## src/rtl/trap_ctrl_pkg.sv

```systemverilog
package trap_ctrl_pkg;
  localparam int SR_W     = 32;
  localparam int CODE_W   = 5;
  localparam int TE_BIT   = 0;
  localparam int EF_BIT   = 1;
  localparam int EC_BIT   = 2;
  localparam int EV_BIT   = 3;
  localparam int PS_BIT   = 4;
  localparam int S_BIT    = 5;
  localparam int UX_BIT   = 6;
  localparam int SX_BIT   = 7;
  localparam int IM_LO    = 16;
  localparam int LINES    = 8;
  localparam int CODE_LO  = 0;
  localparam int IP_LO    = 8;

  typedef enum logic [2:0] {
    SEL_STATUS  = 3'd0,
    SEL_CAUSE   = 3'd1,
    SEL_EPC     = 3'd2,
    SEL_BADADDR = 3'd3,
    SEL_COUNT   = 3'd4,
    SEL_COMPARE = 3'd5,
    SEL_FSR     = 3'd6
  } reg_sel_e;

  function automatic logic [SR_W-1:0] status_keep(input bit wide, input bit fpu,
                                                  input bit cmpr, input bit vec);
    logic [SR_W-1:0] m;
    m = '0;
    m[TE_BIT] = 1'b1;
    m[PS_BIT] = 1'b1;
    m[S_BIT]  = 1'b1;
    m[IM_LO +: LINES] = '1;
    m[EF_BIT] = fpu;
    m[EC_BIT] = cmpr;
    m[EV_BIT] = vec;
    m[UX_BIT] = wide;
    m[SX_BIT] = wide;
    return m;
  endfunction

  function automatic logic [SR_W-1:0] cause_keep();
    logic [SR_W-1:0] m;
    m = '0;
    m[IP_LO +: LINES] = '1;
    m[CODE_LO +: CODE_W] = '1;
    return m;
  endfunction
endpackage

```

## src/rtl/tc_status.sv

```systemverilog
module tc_status
  import trap_ctrl_pkg::*;
#(
  parameter bit HAS_WIDE = 1'b1,
  parameter bit HAS_FPU  = 1'b1,
  parameter bit HAS_CMPR = 1'b0,
  parameter bit HAS_VEC  = 1'b0
) (
  input  logic            clk,
  input  logic            rst_n,
  input  logic            wr_en,
  input  logic [SR_W-1:0] wr_data,
  input  logic            trap_enter,
  output logic [SR_W-1:0] status,
  output logic            xlen64
);
  localparam logic [SR_W-1:0] KEEP = status_keep(HAS_WIDE, HAS_FPU, HAS_CMPR, HAS_VEC);
  localparam logic [SR_W-1:0] RESET_VAL = ((SR_W'(1) << S_BIT) | (SR_W'(1) << SX_BIT)) & KEEP;

  logic [SR_W-1:0] sr_q, sr_d, entered;

  always_comb begin
    entered = sr_q;
    entered[TE_BIT] = 1'b0;
    entered[PS_BIT] = sr_q[S_BIT];
    entered[S_BIT]  = 1'b1;
  end

  always_comb begin
    if (trap_enter)  sr_d = entered;
    else if (wr_en)  sr_d = wr_data & KEEP;
    else             sr_d = sr_q;
  end

  always_ff @(posedge clk) begin
    if (!rst_n) sr_q <= RESET_VAL;
    else        sr_q <= sr_d;
  end

  assign status = sr_q;
  assign xlen64 = sr_q[S_BIT] ? sr_q[SX_BIT] : sr_q[UX_BIT];


  trap_status_chk: assert property (@(posedge clk) disable iff (!rst_n)
    trap_enter |=> (!status[TE_BIT] && status[S_BIT] && status[PS_BIT] == $past(status[S_BIT])));


  status_mask_chk: assert property (@(posedge clk) disable iff (!rst_n)
    (status & ~KEEP) == '0);
endmodule

```

## src/rtl/tc_timer.sv

```systemverilog
module tc_timer #(
  parameter int DATA_W = 64
) (
  input  logic              clk,
  input  logic              rst_n,
  input  logic              step,
  input  logic              cnt_wr,
  input  logic              cmp_wr,
  input  logic [DATA_W-1:0] wr_data,
  output logic [DATA_W-1:0] count,
  output logic [DATA_W-1:0] compare,
  output logic              hit
);
  logic [DATA_W-1:0] cnt_q, cmp_q;

  assign hit = step && (cnt_q == cmp_q);

  always_ff @(posedge clk) begin
    if (!rst_n) begin
      cnt_q <= '0;
      cmp_q <= '0;
    end else begin
      if (cnt_wr)    cnt_q <= wr_data;
      else if (step) cnt_q <= cnt_q + 1'b1;
      if (cmp_wr)    cmp_q <= wr_data;
    end
  end

  assign count   = cnt_q;
  assign compare = cmp_q;


  count_step_chk: assert property (@(posedge clk) disable iff (!rst_n)
    (step && !cnt_wr) |=> count == $past(count) + 1'b1);
endmodule

```

## src/rtl/tc_cause.sv

```systemverilog
module tc_cause
  import trap_ctrl_pkg::*;
#(
  parameter int DATA_W     = 64,
  parameter int TIMER_LINE = 7
) (
  input  logic              clk,
  input  logic              rst_n,
  input  logic              trap_enter,
  input  logic [CODE_W-1:0] trap_code,
  input  logic [DATA_W-1:0] pc,
  input  logic              fault_load,
  input  logic [DATA_W-1:0] fault_addr,
  input  logic              timer_hit,
  input  logic              cmp_wr,
  input  logic              cause_wr,
  input  logic              epc_wr,
  input  logic              bad_wr,
  input  logic [DATA_W-1:0] wr_data,
  output logic [SR_W-1:0]   cause,
  output logic [DATA_W-1:0] epc,
  output logic [DATA_W-1:0] badaddr
);
  localparam logic [SR_W-1:0] KEEP = cause_keep();
  localparam int TBIT = IP_LO + TIMER_LINE;

  logic [SR_W-1:0]   cause_q, cause_d;
  logic [DATA_W-1:0] epc_q, bad_q;

  always_comb begin
    cause_d = cause_q;
    if (trap_enter)    cause_d[CODE_LO +: CODE_W] = trap_code;
    else if (cause_wr) cause_d = wr_data[SR_W-1:0] & KEEP;
    if (cmp_wr)        cause_d[TBIT] = 1'b0;
    if (timer_hit)     cause_d[TBIT] = 1'b1;
  end

  always_ff @(posedge clk) begin
    if (!rst_n) begin
      cause_q <= '0;
      epc_q   <= '0;
      bad_q   <= '0;
    end else begin
      cause_q <= cause_d;
      if (trap_enter)  epc_q <= pc;
      else if (epc_wr) epc_q <= wr_data;
      if (fault_load)  bad_q <= fault_addr;
      else if (bad_wr && !trap_enter) bad_q <= wr_data;
    end
  end

  assign cause   = cause_q;
  assign epc     = epc_q;
  assign badaddr = bad_q;


  ip_keep_chk: assert property (@(posedge clk) disable iff (!rst_n)
    (trap_enter && !timer_hit && !cmp_wr) |=> cause[IP_LO +: LINES] == $past(cause[IP_LO +: LINES]));


  timer_set_chk: assert property (@(posedge clk) disable iff (!rst_n)
    timer_hit |=> cause[TBIT]);
endmodule

```

## src/rtl/trap_ctrl.sv

```systemverilog
module trap_ctrl
  import trap_ctrl_pkg::*;
#(
  parameter int          DATA_W     = 64,
  parameter int          NUM_TRAPS  = 16,
  parameter int          IRQ_CODE   = 0,
  parameter int          TIMER_LINE = 7,
  parameter bit          HAS_WIDE   = 1'b1,
  parameter bit          HAS_FPU    = 1'b1,
  parameter bit          HAS_CMPR   = 1'b0,
  parameter bit          HAS_VEC    = 1'b0,
  parameter logic [31:0] FSR_KEEP   = 32'h0000_00FF
) (
  input  logic              clk,
  input  logic              rst_n,
  input  logic              step_i,
  input  logic [DATA_W-1:0] pc_i,
  input  logic              trap_req_i,
  input  logic [4:0]        trap_num_i,
  input  logic              addr_fault_i,
  input  logic [DATA_W-1:0] fault_addr_i,
  input  logic              wr_en_i,
  input  logic [2:0]        wr_sel_i,
  input  logic [DATA_W-1:0] wr_data_i,
  output logic              trap_taken_o,
  output logic [4:0]        trap_code_o,
  output logic [31:0]       status_o,
  output logic [31:0]       cause_o,
  output logic [DATA_W-1:0] epc_o,
  output logic [DATA_W-1:0] badaddr_o,
  output logic [DATA_W-1:0] count_o,
  output logic [DATA_W-1:0] compare_o,
  output logic [31:0]       fsr_o,
  output logic              xlen64_o,
  output logic              error_o
);
  localparam logic [CODE_W:0]   NT       = (CODE_W+1)'(NUM_TRAPS);
  localparam logic [CODE_W-1:0] IRQ_C    = CODE_W'(IRQ_CODE);

  logic irq_pend, irq_take, num_ok, sync_ok, sync_bad, trap_enter;
  logic timer_hit, err_q;
  logic [31:0] fsr_q;
  logic [CODE_W-1:0] code;
  logic w_status, w_cause, w_epc, w_bad, w_count, w_cmp, w_fsr;

  assign irq_pend = |(cause_o[IP_LO +: LINES] & status_o[IM_LO +: LINES]);
  assign irq_take = step_i && status_o[TE_BIT] && irq_pend;
  assign num_ok   = {1'b0, trap_num_i} < NT;
  assign sync_ok  = step_i && trap_req_i && !irq_take && status_o[TE_BIT] && num_ok;
  assign sync_bad = step_i && trap_req_i && !irq_take && (!status_o[TE_BIT] || !num_ok);
  assign trap_enter = irq_take || sync_ok;
  assign code = irq_take ? IRQ_C : trap_num_i;

  assign w_status = wr_en_i && (wr_sel_i == SEL_STATUS)  && !trap_enter;
  assign w_cause  = wr_en_i && (wr_sel_i == SEL_CAUSE);
  assign w_epc    = wr_en_i && (wr_sel_i == SEL_EPC);
  assign w_bad    = wr_en_i && (wr_sel_i == SEL_BADADDR);
  assign w_count  = wr_en_i && (wr_sel_i == SEL_COUNT);
  assign w_cmp    = wr_en_i && (wr_sel_i == SEL_COMPARE);
  assign w_fsr    = wr_en_i && (wr_sel_i == SEL_FSR);

  tc_status #(
    .HAS_WIDE(HAS_WIDE), .HAS_FPU(HAS_FPU), .HAS_CMPR(HAS_CMPR), .HAS_VEC(HAS_VEC)
  ) u_status (
    .clk(clk), .rst_n(rst_n), .wr_en(w_status), .wr_data(wr_data_i[SR_W-1:0]),
    .trap_enter(trap_enter), .status(status_o), .xlen64(xlen64_o)
  );

  tc_timer #(.DATA_W(DATA_W)) u_timer (
    .clk(clk), .rst_n(rst_n), .step(step_i), .cnt_wr(w_count), .cmp_wr(w_cmp),
    .wr_data(wr_data_i), .count(count_o), .compare(compare_o), .hit(timer_hit)
  );

  tc_cause #(.DATA_W(DATA_W), .TIMER_LINE(TIMER_LINE)) u_cause (
    .clk(clk), .rst_n(rst_n), .trap_enter(trap_enter), .trap_code(code), .pc(pc_i),
    .fault_load(sync_ok && addr_fault_i), .fault_addr(fault_addr_i),
    .timer_hit(timer_hit), .cmp_wr(w_cmp), .cause_wr(w_cause), .epc_wr(w_epc),
    .bad_wr(w_bad), .wr_data(wr_data_i), .cause(cause_o), .epc(epc_o), .badaddr(badaddr_o)
  );

  always_ff @(posedge clk) begin
    if (!rst_n) begin
      err_q <= 1'b0;
      fsr_q <= '0;
    end else begin
      if (sync_bad) err_q <= 1'b1;
      if (w_fsr)    fsr_q <= wr_data_i[31:0] & FSR_KEEP;
    end
  end

  assign trap_taken_o = trap_enter;
  assign trap_code_o  = code;
  assign fsr_o        = fsr_q;
  assign error_o      = err_q;


  error_sticky_chk: assert property (@(posedge clk) disable iff (!rst_n)
    error_o |=> error_o);


  trap_needs_te_chk: assert property (@(posedge clk) disable iff (!rst_n)
    trap_taken_o |-> status_o[TE_BIT]);


  epc_capture_chk: assert property (@(posedge clk) disable iff (!rst_n)
    trap_taken_o |=> epc_o == $past(pc_i));


  fsr_zero_chk: assert property (@(posedge clk) disable iff (!rst_n)
    (fsr_o & ~FSR_KEEP) == 32'h0);
endmodule

```

## config.mk

```make
export PLATFORM = sky130hd
export DESIGN_NAME = trap_ctrl
export DESIGN_NICKNAME = d
export VERILOG_FILES = /design/src/rtl/trap_ctrl_pkg.sv /design/src/rtl/tc_status.sv /design/src/rtl/tc_timer.sv /design/src/rtl/tc_cause.sv /design/src/rtl/trap_ctrl.sv
export SDC_FILE = /design/constraint.sdc
export NUM_CORES = 1
export LEC_CHECK = 0
export BUFFER_PORTS_ARGS = -buffer_cell sky130_fd_sc_hd__buf_4
export CORE_AREA = 2 2 222 224
export DETAILED_ROUTE_END_ITERATION = 8
export DIE_AREA = 0 0 224 226
export GPL_TIMING_DRIVEN = 0
export HOLD_SLACK_MARGIN = 0.05
export PLACE_DENSITY = 0.56
export RECOVER_POWER = 25
export SLEW_MARGIN = 0
export SYNTH_ARGS = -nofsm -noshare
export SYNTH_HDL_FRONTEND = slang
export SYNTH_SLANG_ARGS = --single-unit
```

## constraint.sdc

```tcl
create_clock -name clk -period 3.3 [get_ports clk]
set_clock_uncertainty 0.15 [all_clocks]
set_input_delay 0.495 -clock clk [delete_from_list [all_inputs] [get_ports clk]]
set_output_delay 0.495 -clock clk [all_outputs]
set_load 0.02 [all_outputs]
```

After elaboration in Yosys (flattened, before gate mapping). Cells that the tools add are included.

Bitwise gates (word level): 3. $lt $le $gt $ge: 1. Muxes and demuxes: 15. Eq/ne operators: 8. Add/sub/neg operators: 1. Reduce and logical (&&, ||, !) cells: 36.

Operators with widths (count): 64-bit 2-to-1 mux (6); 64-bit by 1-bit adder with 64-bit output, second input constant (1); 64-bit equality test (1); 5-bit 2-to-1 mux (4); 1-bit logical AND (18); 16-bit 2-to-1 mux (1); 11-bit 2-to-1 mux (1); 2-bit nonzero test (5); 3-bit equality test, second input constant (3); 8-bit bitwise AND (1); 8-bit OR reduction (1); 3-bit by 2-bit equality test with 1-bit output, second input constant (2); 2-bit AND reduction (3); 5-bit < comparator, second input constant (1); 1-bit zero test (4); 3-bit by 1-bit equality test with 1-bit output, second input constant (1); 3-bit zero test (1); 1-bit 2-to-1 mux (3); 3-bit inequality test, second input constant (1); 3-bit nonzero test (1); 1-bit logical OR (2); 1-bit inverter (2); 2-bit OR reduction (1).

Word-level logic and storage cells: 76. Output and inout port bits: 360. Flip-flop bits (word level): 292. Bits of input ports: 206.

Logic depth before layout (Yosys ltp).
Word-level depth: 12. Depth in mapped cells: 9. Mapped depth without buffers: 6.

Cells and area by module. Synthesis repeated with hierarchy kept, for this count alone.

Cells, all modules: 1669. Area, all modules: 14624.0 um2.

By module, submodules not included: tc_timer (cells an instance 778, sequential area each 2562.5 um2, area each 6718.9 um2, instances 1); tc_cause (cells an instance 718, sequential area each 2822.7 um2, area each 6466.2 um2, instances 1); trap_ctrl (cells an instance 93, sequential area each 180.2 um2, area each 759.5 um2, instances 1); tc_status (cells an instance 80, sequential area each 280.3 um2, area each 679.4 um2, instances 1).

Least setup slack after synthesis. OpenSTA, ideal clock, no wires.

Kind: input port to output port. Start point: input step_i. End point: output trap_taken_o. Stages on the path: 8. Path buffers: 4. Setup slack: 745 ps. Data arrival time: 1910 ps. Required time: 2655 ps. Path through: clkbuf_1 -> nand2_1 -> or2_2 -> and2_1 -> buf_2 -> clkbuf_1 -> clkbuf_1 -> inv_1.

Word-level cells in the longest chain between the ends: 7. Elaborated cells between the ends (all ways): 8. Classes of those cells: reduce/logical (8).

Ends and longest elaborated chain: from (decl) (RTL line trap_ctrl.sv:16) `input logic step_i,`; 1-bit logical AND (2 in a row) (RTL line trap_ctrl.sv:47) `assign irq_take = step_i && status_o[TE_BIT] && irq_pend;`; 1-bit zero test (RTL line trap_ctrl.sv:49) `assign sync_ok = step_i && trap_req_i && !irq_take && status_o[TE_BIT] && num_ok;`; 1-bit logical AND (3 in a row) (RTL line trap_ctrl.sv:49); 1-bit logical OR * (RTL line trap_ctrl.sv:51) `assign trap_enter = irq_take || sync_ok;`; to (decl) (RTL line trap_ctrl.sv:25) `output logic trap_taken_o,`.

Mark *: on every way between the ends. The rest lies on a longest branch, timed or not.

Final worst setup path.
Start point: register u_cause.cause_q[15] (netlist: u_cause.cause[15]). End point: register u_cause.bad_q[47] (netlist: u_cause.badaddr[47]).

Word-level cells in the longest chain between the ends: 11. Elaborated cells between the ends (all ways): 13. Classes of those cells: mux (1); bitwise (1); reduce/logical (11).

Ends and longest elaborated chain: from (decl) (RTL line tc_cause.sv:27) `logic [SR_W-1:0] cause_q, cause_d;`; from (signal assigned) (RTL line tc_cause.sv:44) `cause_q <= cause_d;`; 8-bit bitwise AND * (RTL line trap_ctrl.sv:46) `assign irq_pend = |(cause_o[IP_LO +: LINES] & status_o[IM_LO +: LINES]);`; 8-bit OR reduction * (RTL line trap_ctrl.sv:46); 1-bit logical AND * (RTL line trap_ctrl.sv:47); 1-bit zero test (RTL line trap_ctrl.sv:49); 1-bit logical AND (3 in a row) (RTL line trap_ctrl.sv:49); 1-bit logical OR (RTL line trap_ctrl.sv:51); 1-bit zero test (RTL line tc_cause.sv:48) `else if (bad_wr && !trap_enter) bad_q <= wr_data;`; 1-bit logical AND (RTL line tc_cause.sv:48); 2-bit nonzero test (no line); to (signal assigned) (RTL line tc_cause.sv:47) `if (fault_load) bad_q <= fault_addr;`; to (signal assigned) (RTL line tc_cause.sv:48); to (decl) (RTL line tc_cause.sv:28) `logic [DATA_W-1:0] epc_q, bad_q;`.

Marked as above. A chain may end at the register's enable or synchronous reset.

==> results.tsv <==
stage	metric	value	unit
route	wirelength	71500	um
floorplanning	core-area	48300	um2
min_path	hp-class	in -> reg	
floorplanning	rows	81	
cts	clkTransAtPathRegs	0.06	ns
floorplanning	dieArea	50600	um2
global_route	grt_antenna_before_repair	2	
logic_synthesis	yosysMostFrequentCell	dfxtp_1	
job	maxCapViolCount	0	
timing	tightest_slew	0.967	ns
critical_path	slowest_delay	0.55	ns
cts	clock_latency	0.55	ns
finish	regArea	5850	um2
route	first_pass_iters	5	
logic_synthesis	synth_cell_types	63	
timing	setup_viol	0	
critical_path	critPathKind	reg -> reg	
timing	period_needed	3.21	ns
logic_synthesis	syn_inst	1626	
logic_synthesis	synth_commonest_cells	dfxtp_1, nand2_1, nor2_1, mux2i_1, clkbuf_1	
critical_path	crit_slowest_cell	dfxtp_1	
finish	syn_to_final_growth	39.3	%
placement	gp_congestion	0.937	
logic_synthesis	synth-seq-area-share	41.7	%
critical_path	worstPathRequired	3.59	ns
global_route	grt_max_degree	26	
timing	fin_ws	0.0894	ns
cts	post_cts.repair.setup_buffers	0	
critical_path	worstSetupEndpointType	register	
global_route	grt_pass1_vias	14549	
route	viasPerCell	5.21	
global_route	gr-total-overflow	0	
power_and_ir_drop	clockPowerShare	46.3	%
outcome	status	completed	
cts	tritoncts	done	
finish	fillers	5161	
timing	fin_setup_tns	0	ns
cts	clockBufferDepth	3	
finish	multi_input_area	7380	um2
power_and_ir_drop	ir_drop	0.305	mV
timing	fmax	311	MHz
power_and_ir_drop	p_leak	7.38	nW
finish	final_net_count	2434	
logic_synthesis	synth_edf_count	0	
floorplanning	start_util	29.0	%
critical_path	arrival	3.50	ns
power_and_ir_drop	power_switching	0.00251	W
floorplanning	die_x	224	um
logic_synthesis	avgSynthCellArea	8.61	um2
logic_synthesis	ys_warn_count	0	
cts	numCtsBuffers	37	
critical_path	crit_chain	a22oi_1, a41o_1, nand3_2, clkbuf_1, nand2_2, clkbuf_2, o21a_1	
power_and_ir_drop	p_per_area	473	nW/um2
power_and_ir_drop	switching_share	27.3	%
finish	drive_gt1_share	24.5	%
placement	dpl_worst_slack	-1.17	ns
global_route	grt_pass1_wl	101000	um
logic_synthesis	synth_area	14000	um2
logic_synthesis	synth_area_leaders	dfxtp_1, mux2i_1, nand2_1, a211oi_1, xnor2_1	
logic_synthesis	ys_seq_elements	292	
route	dr.first_iter.drc_count	1093	
floorplanning	die_h	226	um
power_and_ir_drop	internal-power	0.00671	W
logic_synthesis	synth_top_area_share	41.7	%
logic_synthesis	ys_async_sr_fraction	0	%
route	drc_errors	0	
cts	htree_levels	2	
cts	cts.sinks	292	
critical_path	crit_buf_inv	2	
timing	finalCritPeriodShare	97.3	%
placement	io_buffers	501	
timing	hold_viol	0	
logic_synthesis	yosysTopAreaCell	dfxtp_1	
cts	cts_root_buffer	clkbuf_16	
global_route	track_usage	27.3	%
power_and_ir_drop	seqPwrFrac	40.6	%
route	routedWlPerCell	24.9	um
timing	drv_slew	0	
critical_path	worst_setup_path_start_kind	register	
placement	placed_cell_area	18800	um2
placement	hpwl	56600	um
timing	maxSlewHeadroom	34.6	%
route	ant_nets	0	
critical_path	critical_path.top_delay_family	buffers and inverters	
finish	design_area	19500	um2
critical_path	worstPathMaxFanout	10	
route	vias	14973	
power_and_ir_drop	comb_power_share	13.1	%
timing	rsz0062_at_grt	false	
floorplanning	ios	566	
logic_synthesis	synth_ff_type	dfxtp_1	
routing by layer:
layer  global-route usage (%)  vias up  share of wire (%)
met5                        0        -                  0
met2                     47.1      625                 48
met1                     33.4     7318                 41
met3                     6.43       95                7.6
met4                     9.29        0                3.0
li1                         -     6935                  -
through the flow:
stage,hold WS (ns),instances,power [W],utilization [%]
after floorplan,0.385,1686,0.00438,-
after global placement,0.294,2809,0.00505,38.8
after detailed placement,0.302,2809,0.00506,38.8
after CTS,0.0523,2874,0.00932,41.5
after global routing,0.0760,2874,0.00952,40.3
final,0.0804,2875,0.00922,40.3
area by class of cell:
| type | instances | share of cell area [%] |
|---|---|---|
| multi-input cells | 1191 | 37.8 |
| flip-flops and latches | 292 | 30.0 |
| repair buffers | 504 | 16.6 |
| clock buffers | 54 | 5.59 |
| plain buffers | 176 | 4.70 |
| well taps | 622 | 3.99 |
| clock inverters | 10 | 0.808 |
| inverters | 25 | 0.481 |
| diodes | 1 | 0.0128 |
final timing paths:
path,cells after the start,startpoint,slack (ns),endpoint
min reg2reg,2,fsr_o[1],0.31,fsr_o[1]
max,7,u_cause.cause[15],0.09,u_cause.badaddr[47]
max reg2reg,7,u_cause.cause[15],0.09,u_cause.badaddr[47]
min,3,pc_i[2],0.08,u_cause.epc[2]
sequential cells by signal, summed over array words and instances, names as in the netlist:
register	count
u_cause.epc	64
u_timer.count	64
u_cause.cause	13
u_status.status	14
error_o	1
u_timer.compare	64
u_cause.badaddr	64
fsr_o	8
power by group through the flow:
stage | clock network, W | registers, W | logic (W)
global route | 0.00448 | 0.00376 | 0.00128
CTS | 0.00433 | 0.00374 | 0.00125
finish | 0.00427 | 0.00374 | 0.00121
floorplan | 0 | 0.00391 | 0.000473
global placement | 0 | 0.00381 | 0.00124
detailed placement | 0 | 0.00382 | 0.00124
cell families (layout without fill, tap and decap cells):
| kind of cell | after synthesis | after routing | share of synthesized area [%] |
|---|---|---|---|
| other | 1 | 62 | 0.0268 |
| and+or+nand+nor | 528 | 528 | 18.5 |
| muxes | 95 | 95 | 6.80 |
| adders and majority gates | 1 | 1 | 0.0893 |
| AOI/OAI and AO/OA | 427 | 427 | 20.7 |
| DFF | 292 | 292 | 41.7 |
| xor gates and xnor gates | 79 | 79 | 4.94 |
| buffers and inverters | 203 | 769 | 7.23 |
timing repair:
item	4_1_cts	5_1_grt
endpoints found under the hold margin	3	0
hold buffers	3	0
pin swaps	0	0
endpoints found under the setup margin	101	17
resized for setup	3	5
worst register-to-register path, cell delays in order, from the launching register on:
cell      delay (ns)
dfxtp_1         0.55
a22oi_1         0.15
a41o_1          0.27
nand3_2         0.40
clkbuf_1        0.53
nand2_2         0.38
clkbuf_2        0.41
o21a_1          0.27
cells in the final DEF, fill, tap and decap left out, types with 14 or more instances in the layout:
cell type	Yosys	final
buf_4	62	416
dfxtp_1	292	292
clkbuf_1	89	238
nand2_1	221	220
nor2_1	126	126
mux2i_1	94	94
a21oi_1	87	87
a211oi_1	86	86
o21ai_0	81	81
xnor2_1	63	63
conb_1	1	61
a31oi_1	49	49
o221a_2	42	42
o21a_1	42	42
clkbuf_16	0	37
nand4_1	36	36
nand3_1	27	26
inv_1	24	24
or3_1	19	19
buf_1	18	18
xor2_1	16	16
or4_1	14	14
Power figures use the tool's default switching activity.
